[config.mk]
export PLATFORM = sky130hd
export DESIGN_NAME = dma_window_xlat
export DESIGN_NICKNAME = d
export VERILOG_FILES = /design/src/rtl/dwx_pkg.sv /design/src/rtl/dwx_regs.sv /design/src/rtl/dwx_window.sv /design/src/rtl/dwx_select.sv /design/src/rtl/dma_window_xlat.sv
export SDC_FILE = /design/constraint.sdc
export NUM_CORES = 1
export LEC_CHECK = 0
export BUFFER_PORTS_ARGS = -buffer_cell sky130_fd_sc_hd__buf_2
export CAP_MARGIN = 20
export CORE_ASPECT_RATIO = 1.5
export CORE_UTILIZATION = 55
export CTS_BUF_LIST = sky130_fd_sc_hd__clkbuf_8
export DETAILED_ROUTE_END_ITERATION = 8
export PLACE_DENSITY = 0.76
export SLEW_MARGIN = 10
export SYNTH_ARGS = -nofsm -noshare
export SYNTH_HDL_FRONTEND = slang
export SYNTH_SLANG_ARGS = --single-unit
export TNS_END_PERCENT = 5
[constraint.sdc]
create_clock -name clk -period 9.7 [get_ports clk]
set_input_delay 0.485 -clock clk [delete_from_list [all_inputs] [get_ports clk]]
set_output_delay 0.485 -clock clk [all_outputs]
set_load 0.01 [all_outputs]
[src/rtl/dwx_pkg.sv]
package dwx_pkg;
  localparam int N_WIN      = 4;
  localparam int WIN_IDX_W  = 2;
  localparam int BUS_W      = 64;
  localparam int SAC_W      = 32;
  localparam int DATA_W     = 40;
  localparam int PA_W       = 35;
  localparam int WIN_LSB    = 20;
  localparam int WIN_HI_W   = SAC_W - WIN_LSB;
  localparam int TBA_LSB    = 10;
  localparam int TBA_W      = PA_W - TBA_LSB;
  localparam int PAGE_LSB   = 13;
  localparam int PTE_LSB    = 3;
  localparam int DAC_BIT    = 39;
  localparam int DAC_BASE_LSB = 22;
  localparam int CTL_PASS_BIT = 5;
  localparam int CTL_DAC_BIT  = 6;

  typedef enum logic [1:0] {
    KIND_BASE = 2'd0,
    KIND_MASK = 2'd1,
    KIND_TBA  = 2'd2,
    KIND_CTL  = 2'd3
  } reg_kind_e;

  typedef struct packed {
    logic                en;
    logic                sg;
    logic                dac;
    logic [WIN_HI_W-1:0] base;
    logic [WIN_HI_W-1:0] mask;
    logic [TBA_W-1:0]    tba;
  } win_t;

  typedef struct packed {
    logic            hit;
    logic            sg;
    logic [PA_W-1:0] phys;
    logic [PA_W-1:0] pte;
  } xlat_t;
endpackage

[src/rtl/dwx_regs.sv]
module dwx_regs
  import dwx_pkg::*;
(
  input  logic                 clk,
  input  logic                 rst_n,
  input  logic                 wr_en,
  input  logic [3:0]           wr_sel,
  input  logic [DATA_W-1:0]    wr_data,
  output win_t                 win [N_WIN],
  output logic                 pass_en,
  output logic                 dac_en
);
  localparam int LAST = N_WIN - 1;

  win_t win_q [N_WIN];
  win_t win_d [N_WIN];
  logic pass_q, pass_d, dacen_q, dacen_d;
  logic reg_ce;
  reg_kind_e kind;
  logic [WIN_IDX_W-1:0] idx;
  logic unused_wr_bits;

  assign kind   = reg_kind_e'(wr_sel[3:2]);
  assign idx    = wr_sel[1:0];
  assign reg_ce = wr_en;
  assign unused_wr_bits = ^{wr_data[4:2], wr_data[9:7], wr_data[38:35]};

  always_comb begin
    for (int i = 0; i < N_WIN; i++) win_d[i] = win_q[i];
    pass_d  = pass_q;
    dacen_d = dacen_q;
    unique case (kind)
      KIND_BASE: begin
        win_d[idx].en   = wr_data[0];
        win_d[idx].sg   = (int'(idx) == LAST) ? 1'b1 : wr_data[1];
        win_d[idx].dac  = (int'(idx) == LAST) ? wr_data[DAC_BIT] : 1'b0;
        win_d[idx].base = wr_data[SAC_W-1:WIN_LSB];
      end
      KIND_MASK: win_d[idx].mask = wr_data[SAC_W-1:WIN_LSB];
      KIND_TBA:  win_d[idx].tba  = wr_data[PA_W-1:TBA_LSB];
      KIND_CTL: begin
        pass_d  = wr_data[CTL_PASS_BIT];
        dacen_d = wr_data[CTL_DAC_BIT];
      end
      default: ;
    endcase
  end

  always_ff @(posedge clk or negedge rst_n) begin
    if (!rst_n) begin
      for (int i = 0; i < N_WIN; i++) begin
        win_q[i]    <= '0;
        win_q[i].sg <= (i == LAST);
      end
      pass_q  <= 1'b0;
      dacen_q <= 1'b0;
    end else if (reg_ce) begin
      for (int i = 0; i < N_WIN; i++) win_q[i] <= win_d[i];
      pass_q  <= pass_d;
      dacen_q <= dacen_d;
    end
  end

  always_comb for (int i = 0; i < N_WIN; i++) win[i] = win_q[i];
  assign pass_en = pass_q;
  assign dac_en  = dacen_q;
endmodule

[src/rtl/dwx_window.sv]
module dwx_window
  import dwx_pkg::*;
#(
  parameter bit SAC_GATED = 1'b0
) (
  input  win_t              win,
  input  logic [SAC_W-1:0]  addr,
  output xlat_t             res
);
  localparam int IDX_W = SAC_W - PAGE_LSB;

  logic [SAC_W-1:0] span, offset;
  logic [PA_W-1:0]  tba_full;
  logic             match;

  assign span     = {win.mask, {WIN_LSB{1'b1}}};
  assign offset   = addr & span;
  assign tba_full = {win.tba, {TBA_LSB{1'b0}}};
  assign match    = win.en
                  && ((addr[SAC_W-1:WIN_LSB] & ~win.mask) == win.base)
                  && !(SAC_GATED && win.dac);

  always_comb begin
    res = '0;
    if (match) begin
      res.hit = 1'b1;
      res.sg  = win.sg;
      if (win.sg)
        res.pte = tba_full + {{(PA_W-IDX_W-PTE_LSB){1'b0}},
                              offset[SAC_W-1:PAGE_LSB], {PTE_LSB{1'b0}}};
      else
        res.phys = tba_full | {{(PA_W-SAC_W){1'b0}}, offset};
    end
  end
endmodule

[src/rtl/dwx_select.sv]
module dwx_select
  import dwx_pkg::*;
(
  input  xlat_t             win_res [N_WIN],
  input  win_t              dac_win,
  input  logic              pass_en,
  input  logic              dac_en,
  input  logic              is_dac,
  input  logic [BUS_W-1:0]  addr,
  output xlat_t             res
);
  localparam int DIDX_W = PA_W - PAGE_LSB;

  logic [PA_W-1:0] dac_base;
  logic unused_addr_bits;

  assign dac_base = {win_res_dummy(dac_win.tba), {DAC_BASE_LSB{1'b0}}};
  assign unused_addr_bits = ^addr[BUS_W-1:PA_W];

  function automatic logic [PA_W-DAC_BASE_LSB-1:0] win_res_dummy(
      input logic [TBA_W-1:0] t);
    return t[TBA_W-1:DAC_BASE_LSB-TBA_LSB];
  endfunction

  always_comb begin
    res = '0;
    if (is_dac) begin
      if (dac_en && dac_win.en && dac_win.dac) begin
        res.hit = 1'b1;
        res.sg  = 1'b1;
        res.pte = dac_base + {{(PA_W-DIDX_W-PTE_LSB){1'b0}},
                              addr[PA_W-1:PAGE_LSB], {PTE_LSB{1'b0}}};
      end
    end else if (pass_en && !addr[SAC_W-1]) begin
      res.hit  = 1'b1;
      res.phys = {{(PA_W-SAC_W+1){1'b0}}, addr[SAC_W-2:0]};
    end else begin
      for (int i = N_WIN - 1; i >= 0; i--)
        if (win_res[i].hit) res = win_res[i];
    end
  end
endmodule

[src/rtl/dma_window_xlat.sv]
module dma_window_xlat
  import dwx_pkg::*;
(
  input  logic              clk,
  input  logic              rst_n,
  input  logic              wr_en,
  input  logic [3:0]        wr_sel,
  input  logic [DATA_W-1:0] wr_data,
  input  logic              req_valid,
  input  logic              req_dac,
  input  logic [BUS_W-1:0]  req_addr,
  output logic              rsp_valid,
  output logic              rsp_hit,
  output logic              rsp_sg,
  output logic [PA_W-1:0]   rsp_phys,
  output logic [PA_W-1:0]   rsp_pte
);
  logic [1:0] rst_pipe;
  logic       rst_sync_n;
  win_t       win [N_WIN];
  logic       pass_en, dac_en;
  xlat_t      win_res [N_WIN];
  xlat_t      sel_res, rsp_d, rsp_q;
  logic       valid_d, valid_q, rsp_ce;

  always_ff @(posedge clk or negedge rst_n) begin
    if (!rst_n) rst_pipe <= 2'b00;
    else        rst_pipe <= {rst_pipe[0], 1'b1};
  end
  assign rst_sync_n = rst_pipe[1];

  dwx_regs u_regs (
    .clk(clk), .rst_n(rst_sync_n), .wr_en(wr_en), .wr_sel(wr_sel),
    .wr_data(wr_data), .win(win), .pass_en(pass_en), .dac_en(dac_en)
  );

  for (genvar g = 0; g < N_WIN; g++) begin : g_win
    dwx_window #(.SAC_GATED(g == N_WIN - 1)) u_win (
      .win(win[g]), .addr(req_addr[SAC_W-1:0]), .res(win_res[g])
    );
  end

  dwx_select u_sel (
    .win_res(win_res), .dac_win(win[N_WIN-1]), .pass_en(pass_en),
    .dac_en(dac_en), .is_dac(req_dac), .addr(req_addr), .res(sel_res)
  );

  assign rsp_ce  = req_valid | valid_q;
  assign valid_d = req_valid;
  assign rsp_d   = req_valid ? sel_res : '0;

  always_ff @(posedge clk or negedge rst_sync_n) begin
    if (!rst_sync_n) begin
      valid_q <= 1'b0;
      rsp_q   <= '0;
    end else if (rsp_ce) begin
      valid_q <= valid_d;
      rsp_q   <= rsp_d;
    end
  end

  assign rsp_valid = valid_q;
  assign rsp_hit   = rsp_q.hit;
  assign rsp_sg    = rsp_q.sg;
  assign rsp_phys  = rsp_q.phys;
  assign rsp_pte   = rsp_q.pte;
endmodule

### Word-level counts from Yosys, hierarchy flattened

Cells that the tools add are included.

| word-level totals | value |
|---|---|
| register bits after elaboration | 285 |

| cells by class | value |
|---|---|
| $add $sub $neg | 5 |
| order comparisons | 2 |
| eq/ne operators | 8 |
| muxes and demuxes | 47 |
| bitwise operators | 18 |
| reductions and logical operators | 15 |

Operator list:

| operator | number |
|---|---|
| 208-bit bitwise mux | 6 |
| 72-bit 2-to-1 mux | 9 |
| 52-bit demux with 2-bit select | 6 |
| 208-bit one-hot mux with 3 select lines | 1 |
| 35-bit 2-to-1 mux | 13 |
| 35-bit by 22-bit adder with 35-bit output | 4 |
| 35-bit by 32-bit bitwise OR with 35-bit output | 4 |
| 32-bit bitwise AND | 4 |
| 52-bit 2-to-1 mux | 1 |
| 51-bit 2-to-1 mux | 1 |
| 50-bit 2-to-1 mux | 1 |
| 49-bit 2-to-1 mux | 1 |
| 12-bit bitwise AND | 4 |
| 12-bit == test | 4 |
| 12-bit inverter | 4 |
| 37-bit 2-to-1 mux | 1 |
| 35-bit by 25-bit adder with 35-bit output | 1 |
| 25-bit 2-to-1 mux | 1 |
| 1-bit logical AND | 9 |
| 2-bit by 1-bit == test with 1-bit output, second input constant | 2 |
| 2-bit == test, second input constant | 2 |
| 1-bit 2-to-1 mux | 4 |
| 2-bit 2-to-1 mux | 2 |
| 2-bit AND reduction | 2 |
| other kinds (7) | 8 |

### Logic depth before layout (Yosys ltp)

| depth | value |
|---|---|
| depth in word-level cells | 13 |
| gate-level depth with buffers | 12 |
| depth with buffers taken out | 12 |

### Modules after synthesis

From an unflattened synthesis, not the netlist that was laid out.

| unflattened totals | value |
|---|---|
| cell total of the unflattened synthesis | 2422 |
| area, all modules | 20568.5 µm² |

By module, submodules not included:

| module | times used | cells each | area an instance (µm²) | seq. area each (µm²) |
|---|---|---|---|---|
| dwx_regs | 1 | 676 | 8389.3 | 5256.3 |
| dwx_window at g_win[0].u_win ... | 3 | 301 | 1767.9 | 0.0 |
| dma_window_xlat | 1 | 165 | 2656.3 | 1876.8 |
| dwx_select | 1 | 409 | 2575.0 | 0.0 |
| dwx_window at g_win[3].u_win | 1 | 269 | 1644.1 | 0.0 |

### Worst setup path after synthesis

Ideal clock, no wire load.

| timing path | value |
|---|---|
| path kind | input to register |
| start | input req_addr[20] |
| end | register rsp_q (netlist bit rsp_pte[28]) |
| arrival | 2784 ps |
| path slack | 6840 ps |
| stages on the path | 11 |
| cells stage by stage | and2_1 -> ha_1 -> inv_1 -> fa_1 -> nand2b_1 -> a21oi_1 -> o311a_1 -> o21ai_1 -> or4_1 -> a311o_1 -> o21ai_1 |

| on the way | value |
|---|---|
| longest elaborated chain between the ends | 12 |
| elaborated cells between the ends (all ways) | 38 |
| those cells by class | add/sub (5); eq/ne (4); mux (16); bitwise (8); reduce/logical (5) |

Ends and longest elaborated chain:

| what | RTL line | source |
|---|---|---|
| from (decl) | dma_window_xlat.sv:11 | `input logic [BUS_W-1:0] req_addr,` |
| parallel branches: the longest is 10 deep, another holds 35-bit by 22-bit adder with 35-bit output | - |  |
| 35-bit 2-to-1 mux (*) | dwx_select.sv:27 | `if (is_dac) begin` |
| 72-bit 2-to-1 mux (*) | dma_window_xlat.sv:50 | `assign rsp_d = req_valid ? sel_res : '0;` |
| to (signal assigned) | dma_window_xlat.sv:58 | `rsp_q <= rsp_d;` |
| to (decl) | dma_window_xlat.sv:23 | `xlat_t sel_res, rsp_d, rsp_q;` |

Mark *: on every way between the ends.
A chain may end at the register's enable or synchronous reset.

==> results by stage <==
Run status:
- The flow ran to the end, and the final reports show no timing, DRC or antenna violations.

Pwr:
- The cell leakage power is 0.00860 uW.
- The internal portion of the total power is between 1500 and 2000 uW.
- Of the total power, the share spent switching nets is 0.308.
- The share of total power dissipated in sequential elements is 0.481.
- Of the total power, combinational logic draws 0.163.
- The switching component of the power is about 860 uW.
- Of the total power, the clock network draws 0.356.
- The overall power of the completed layout is between 2000 and 3000 uW.
- For this design the ratio of total power to cell area is 150 nW/um2.
- Across the VDD grid, the largest voltage drop is about 0.13 mV.

Global route:
- The total track usage is 0.422.
- The leftover overflow at the end of global routing is 0.
- The first global-routing pass estimated around 95 mm of wire.
- Entering global routing, the biggest net connects 163 pins.
- The via count of the first global-routing pass is 14847.
- The number of antenna violations at the first check in global routing is 1.

Place:
- The final weighted congestion of routability-driven global placement is around 1.0.
- Summed over all nets, the half-perimeter wirelength after detailed placement is approximately 50 mm.
- Once placement finished, the instance area stood at 17800 um2.
- Port buffering added between 100 and 150 buffers.

Floorplanning:
- The number of rows created at floorplan is 78.
- The number of top-level design ports is around 190.
- The effective utilization at floorplan is 0.557.
- The die height is about 220 um.
- The die span in x is 145 um.
- The area of the die is ~31000 um2.
- In this run the standard cell core region covers approximately 30000 um2.

Synthesis:
- In the synthesized netlist the async set-or-reset flop fraction comes to 1.00.
- The count of synthesis-stage warnings from yosys is 0.
- The top-area cell type share of the netlist area is 0.414.
- The synthesized design contains 279 register bits.
- In this run, distinct cell masters in the synthesized netlist total ~80.
- The post-synthesis cell type with the largest combined area is sky130_fd_sc_hd__dfrtp_1.
- A synthesized cell averages ~9.5 um2.
- The post-synthesis instance total is ~1800.
- In this run, synthesis inferred 0 flip-flops with an integrated enable.
- The post-synthesis instance area is 16800 um2.
- Sorting the synthesized cells by how often they occur yields sky130_fd_sc_hd__dfrtp_1, sky130_fd_sc_hd__a22o_1, sky130_fd_sc_hd__nor2_1.
- The main flop type after synthesis is sky130_fd_sc_hd__dfrtp_1.
- After synthesis, the cell types taking the most area are sky130_fd_sc_hd__dfrtp_1, sky130_fd_sc_hd__a22o_1, sky130_fd_sc_hd__xnor2_1.
- For this run, the register share of the synthesized area comes to 0.416.
- Among all cell types in the netlist, the one instantiated most often is sky130_fd_sc_hd__dfrtp_1.

Worst setup path:
- The count of buffer and inverter cells on the critical path is 1.
- On the worst path, the slowest cell contributes a delay of approximately 840 ps.
- The critical path's top delay family is compound AO/OA/AOI/OAI gates.
- The critical path goes through and2_1, ha_1, inv_1, fa_1, nor2b_1, o31a_1, o31ai_1, nand2_1, xnor2_1, nor2_1, a2111oi_0, o31ai_1.
- The worst setup path is captured at a register.
- The highest fanout seen on the critical path is 5.
- The critical path launch point type is a register.
- The startpoint-to-endpoint class of the critical path is register to register.
- The most prevalent standard cell on the critical path is sky130_fd_sc_hd__o31ai_1.
- For the worst setup path, the data required time is 10140 ps.
- The largest individual stage delay along the critical path comes from the cell sky130_fd_sc_hd__o31ai_1.
- Data arrives at the worst endpoint at a little over 4000 ps.

Detailed routing:
- After detailed routing, the number of remaining DRC violations is 0.
- The detailed-route via count is approximately 16000.
- Once detail routing completed, the nets flagged for antenna violations numbered 0.
- Before antenna repair, the detailed router went through 5 iterations.
- After detailed routing, the total wire length is between 60 and 70 mm.
- Using the TritonRoute via totals, the vias-per-cell ratio works out to 6.72.
- The routed wire length per instance is 27.9 um.
- The first routing iteration left about 1900 violations.

Clock tree:
- The longest clock path from root to sink contains 3 buffers.
- The cell at the root of the clock tree is sky130_fd_sc_hd__clkbuf_8.
- The number of setup buffers added after CTS is 0.
- The post-cts repair resize count is 0.
- The clock net in this run drives a total of around 280 sinks.
- The count of hold buffers inserted by post-cts repair is 1.
- Clock-pin slew was measured on the worst setup and hold paths at around 60 ps.
- The number of H-tree levels is 2.
- Clock tree synthesis inserted a total of 44 buffers.
- The clock insertion delay at the later pin of the skew report is just over 600 ps.
- The TritonCTS clock tree is built.

Timing:
- The sum of negative setup slack is 0 ps.
- The final setup skew is 34.0 ps.
- The transition at the pin with the smallest max-transition slack is 1140 ps.
- Setup repair after global routing left no endpoint under its margin.
- Static timing analysis puts the maximum clock frequency at between 200 and 300 MHz.
- The final count of negative-setup-slack endpoints is 0.
- The normalized max-slew margin is 0.233.
- The final-report max-slew violation count is 0.
- The routed design could run at a clock period as short as 3670 ps.
- The number of hold violations in the final report is 0.
- Dividing the final minimum period by the clock period gives 0.378.

Finish:
- In the final layout, the share of cells above drive strength 1 is 0.146.
- The final layout contains 2049 nets.
- The number of inserted diodes is 0.
- Relative to the synthesized area, the layout overhead comes to 11.5%.
- With fillers left out, the area of the finished cells amounts to 18700 um2.

Worst hold path:
- The path class of the tightest hold or removal check is primary input to register.

Job:
- Max-cap violations in this run came to 0.
[cell type report]
cell class	instances	area, um2
Clock buffer	53	729
Clock inverter	23	130
Fill cell	2541	11400
Inverter	35	131
Multi-Input combinational cell	1343	9260
Sequential cell	279	6990
Tap cell	400	500
Timing Repair Buffer	173	987
[cells in the final DEF, fill, tap and decap left out, types with 19 or more instances in the layout]
master,instances
sky130_fd_sc_hd__a22o_1,224
sky130_fd_sc_hd__nand3_1,31
sky130_fd_sc_hd__a31oi_1,27
sky130_fd_sc_hd__a21oi_1,76
sky130_fd_sc_hd__nor2b_1,59
sky130_fd_sc_hd__o21ai_1,40
sky130_fd_sc_hd__inv_1,48
sky130_fd_sc_hd__a22oi_1,33
sky130_fd_sc_hd__nor3_1,19
sky130_fd_sc_hd__clkbuf_8,53
sky130_fd_sc_hd__dfrtp_1,277
sky130_fd_sc_hd__ha_1,55
sky130_fd_sc_hd__and2_1,51
sky130_fd_sc_hd__buf_4,25
sky130_fd_sc_hd__nand2_1,114
sky130_fd_sc_hd__xor2_1,36
sky130_fd_sc_hd__nor2_1,136
sky130_fd_sc_hd__o21ai_0,91
sky130_fd_sc_hd__buf_2,143
sky130_fd_sc_hd__nand4_1,21
sky130_fd_sc_hd__xnor2_1,103
[metal layers]
layer	vias up	wire length (um)	track usage
met4	0	5180	0.294
met1	7568	24100	0.531
met5	-	0	0
met2	921	29500	0.658
li1	6780	-	-
met3	237	5520	0.0668
[final timing paths]
check                                            from                    endpoint  slack [ps]  cells after the start
worst max-delay path                         register     rsp_pte[20]$_DFFE_PN0P_        6030                     12
worst min-delay path                      req_addr[1]     rsp_phys[1]$_DFFE_PN0P_         100                      2
min in group asynchronous                       rst_n       rst_pipe[1]$_DFF_PN0_         210                      2
max in group asynchronous       rst_pipe[1]$_DFF_PN0_  asynchronous set/reset pin        7910                      1
worst max register to register               register     rsp_pte[20]$_DFFE_PN0P_        6030                     12
worst min register to register  rst_pipe[0]$_DFF_PN0_       rst_pipe[1]$_DFF_PN0_         350                      0
[through the flow]
stage / cells / util / hold WS, ps / setup WS [ps]
final: 2306 / 0.621 / 101 / 6030
after global routing: 2306 / 0.621 / 97.6 / 5980
after CTS: 2301 / 0.619 / 91.7 / 6140
after floorplan: 1765 / - / 189 / 1350
after global placement: 2223 / 0.590 / 270 / 5920
after detailed placement: 2224 / 0.590 / 273 / 5850
[cells by family after synthesis]
group / count (synthesis) / share of synthesized area
flip-flops: 279 / 0.416
XOR/XNOR: 139 / 0.0725
AND/OR/NAND/NOR: 517 / 0.155
buffers and inverters: 143 / 0.0352
AO/OA/AOI/OAI: 620 / 0.272
other: 2 / 0.000447
multiplexers: 3 / 0.00194
adder cells (fa/ha/maj): 60 / 0.0469
[power groups by stage]
stage / combinational (uW) / sequential [uW] / clock (uW)
6_report: 458 / 1350 / 998
5_1_grt: 490 / 1350 / 1060
4_1_cts: 447 / 1340 / 1010
3_5_place_dp: 443 / 1370 / 0
3_3_place_gp: 435 / 1360 / 0
2_1_floorplan: 283 / 1340 / 0
Note: power is estimated with default switching activity, not from simulation.
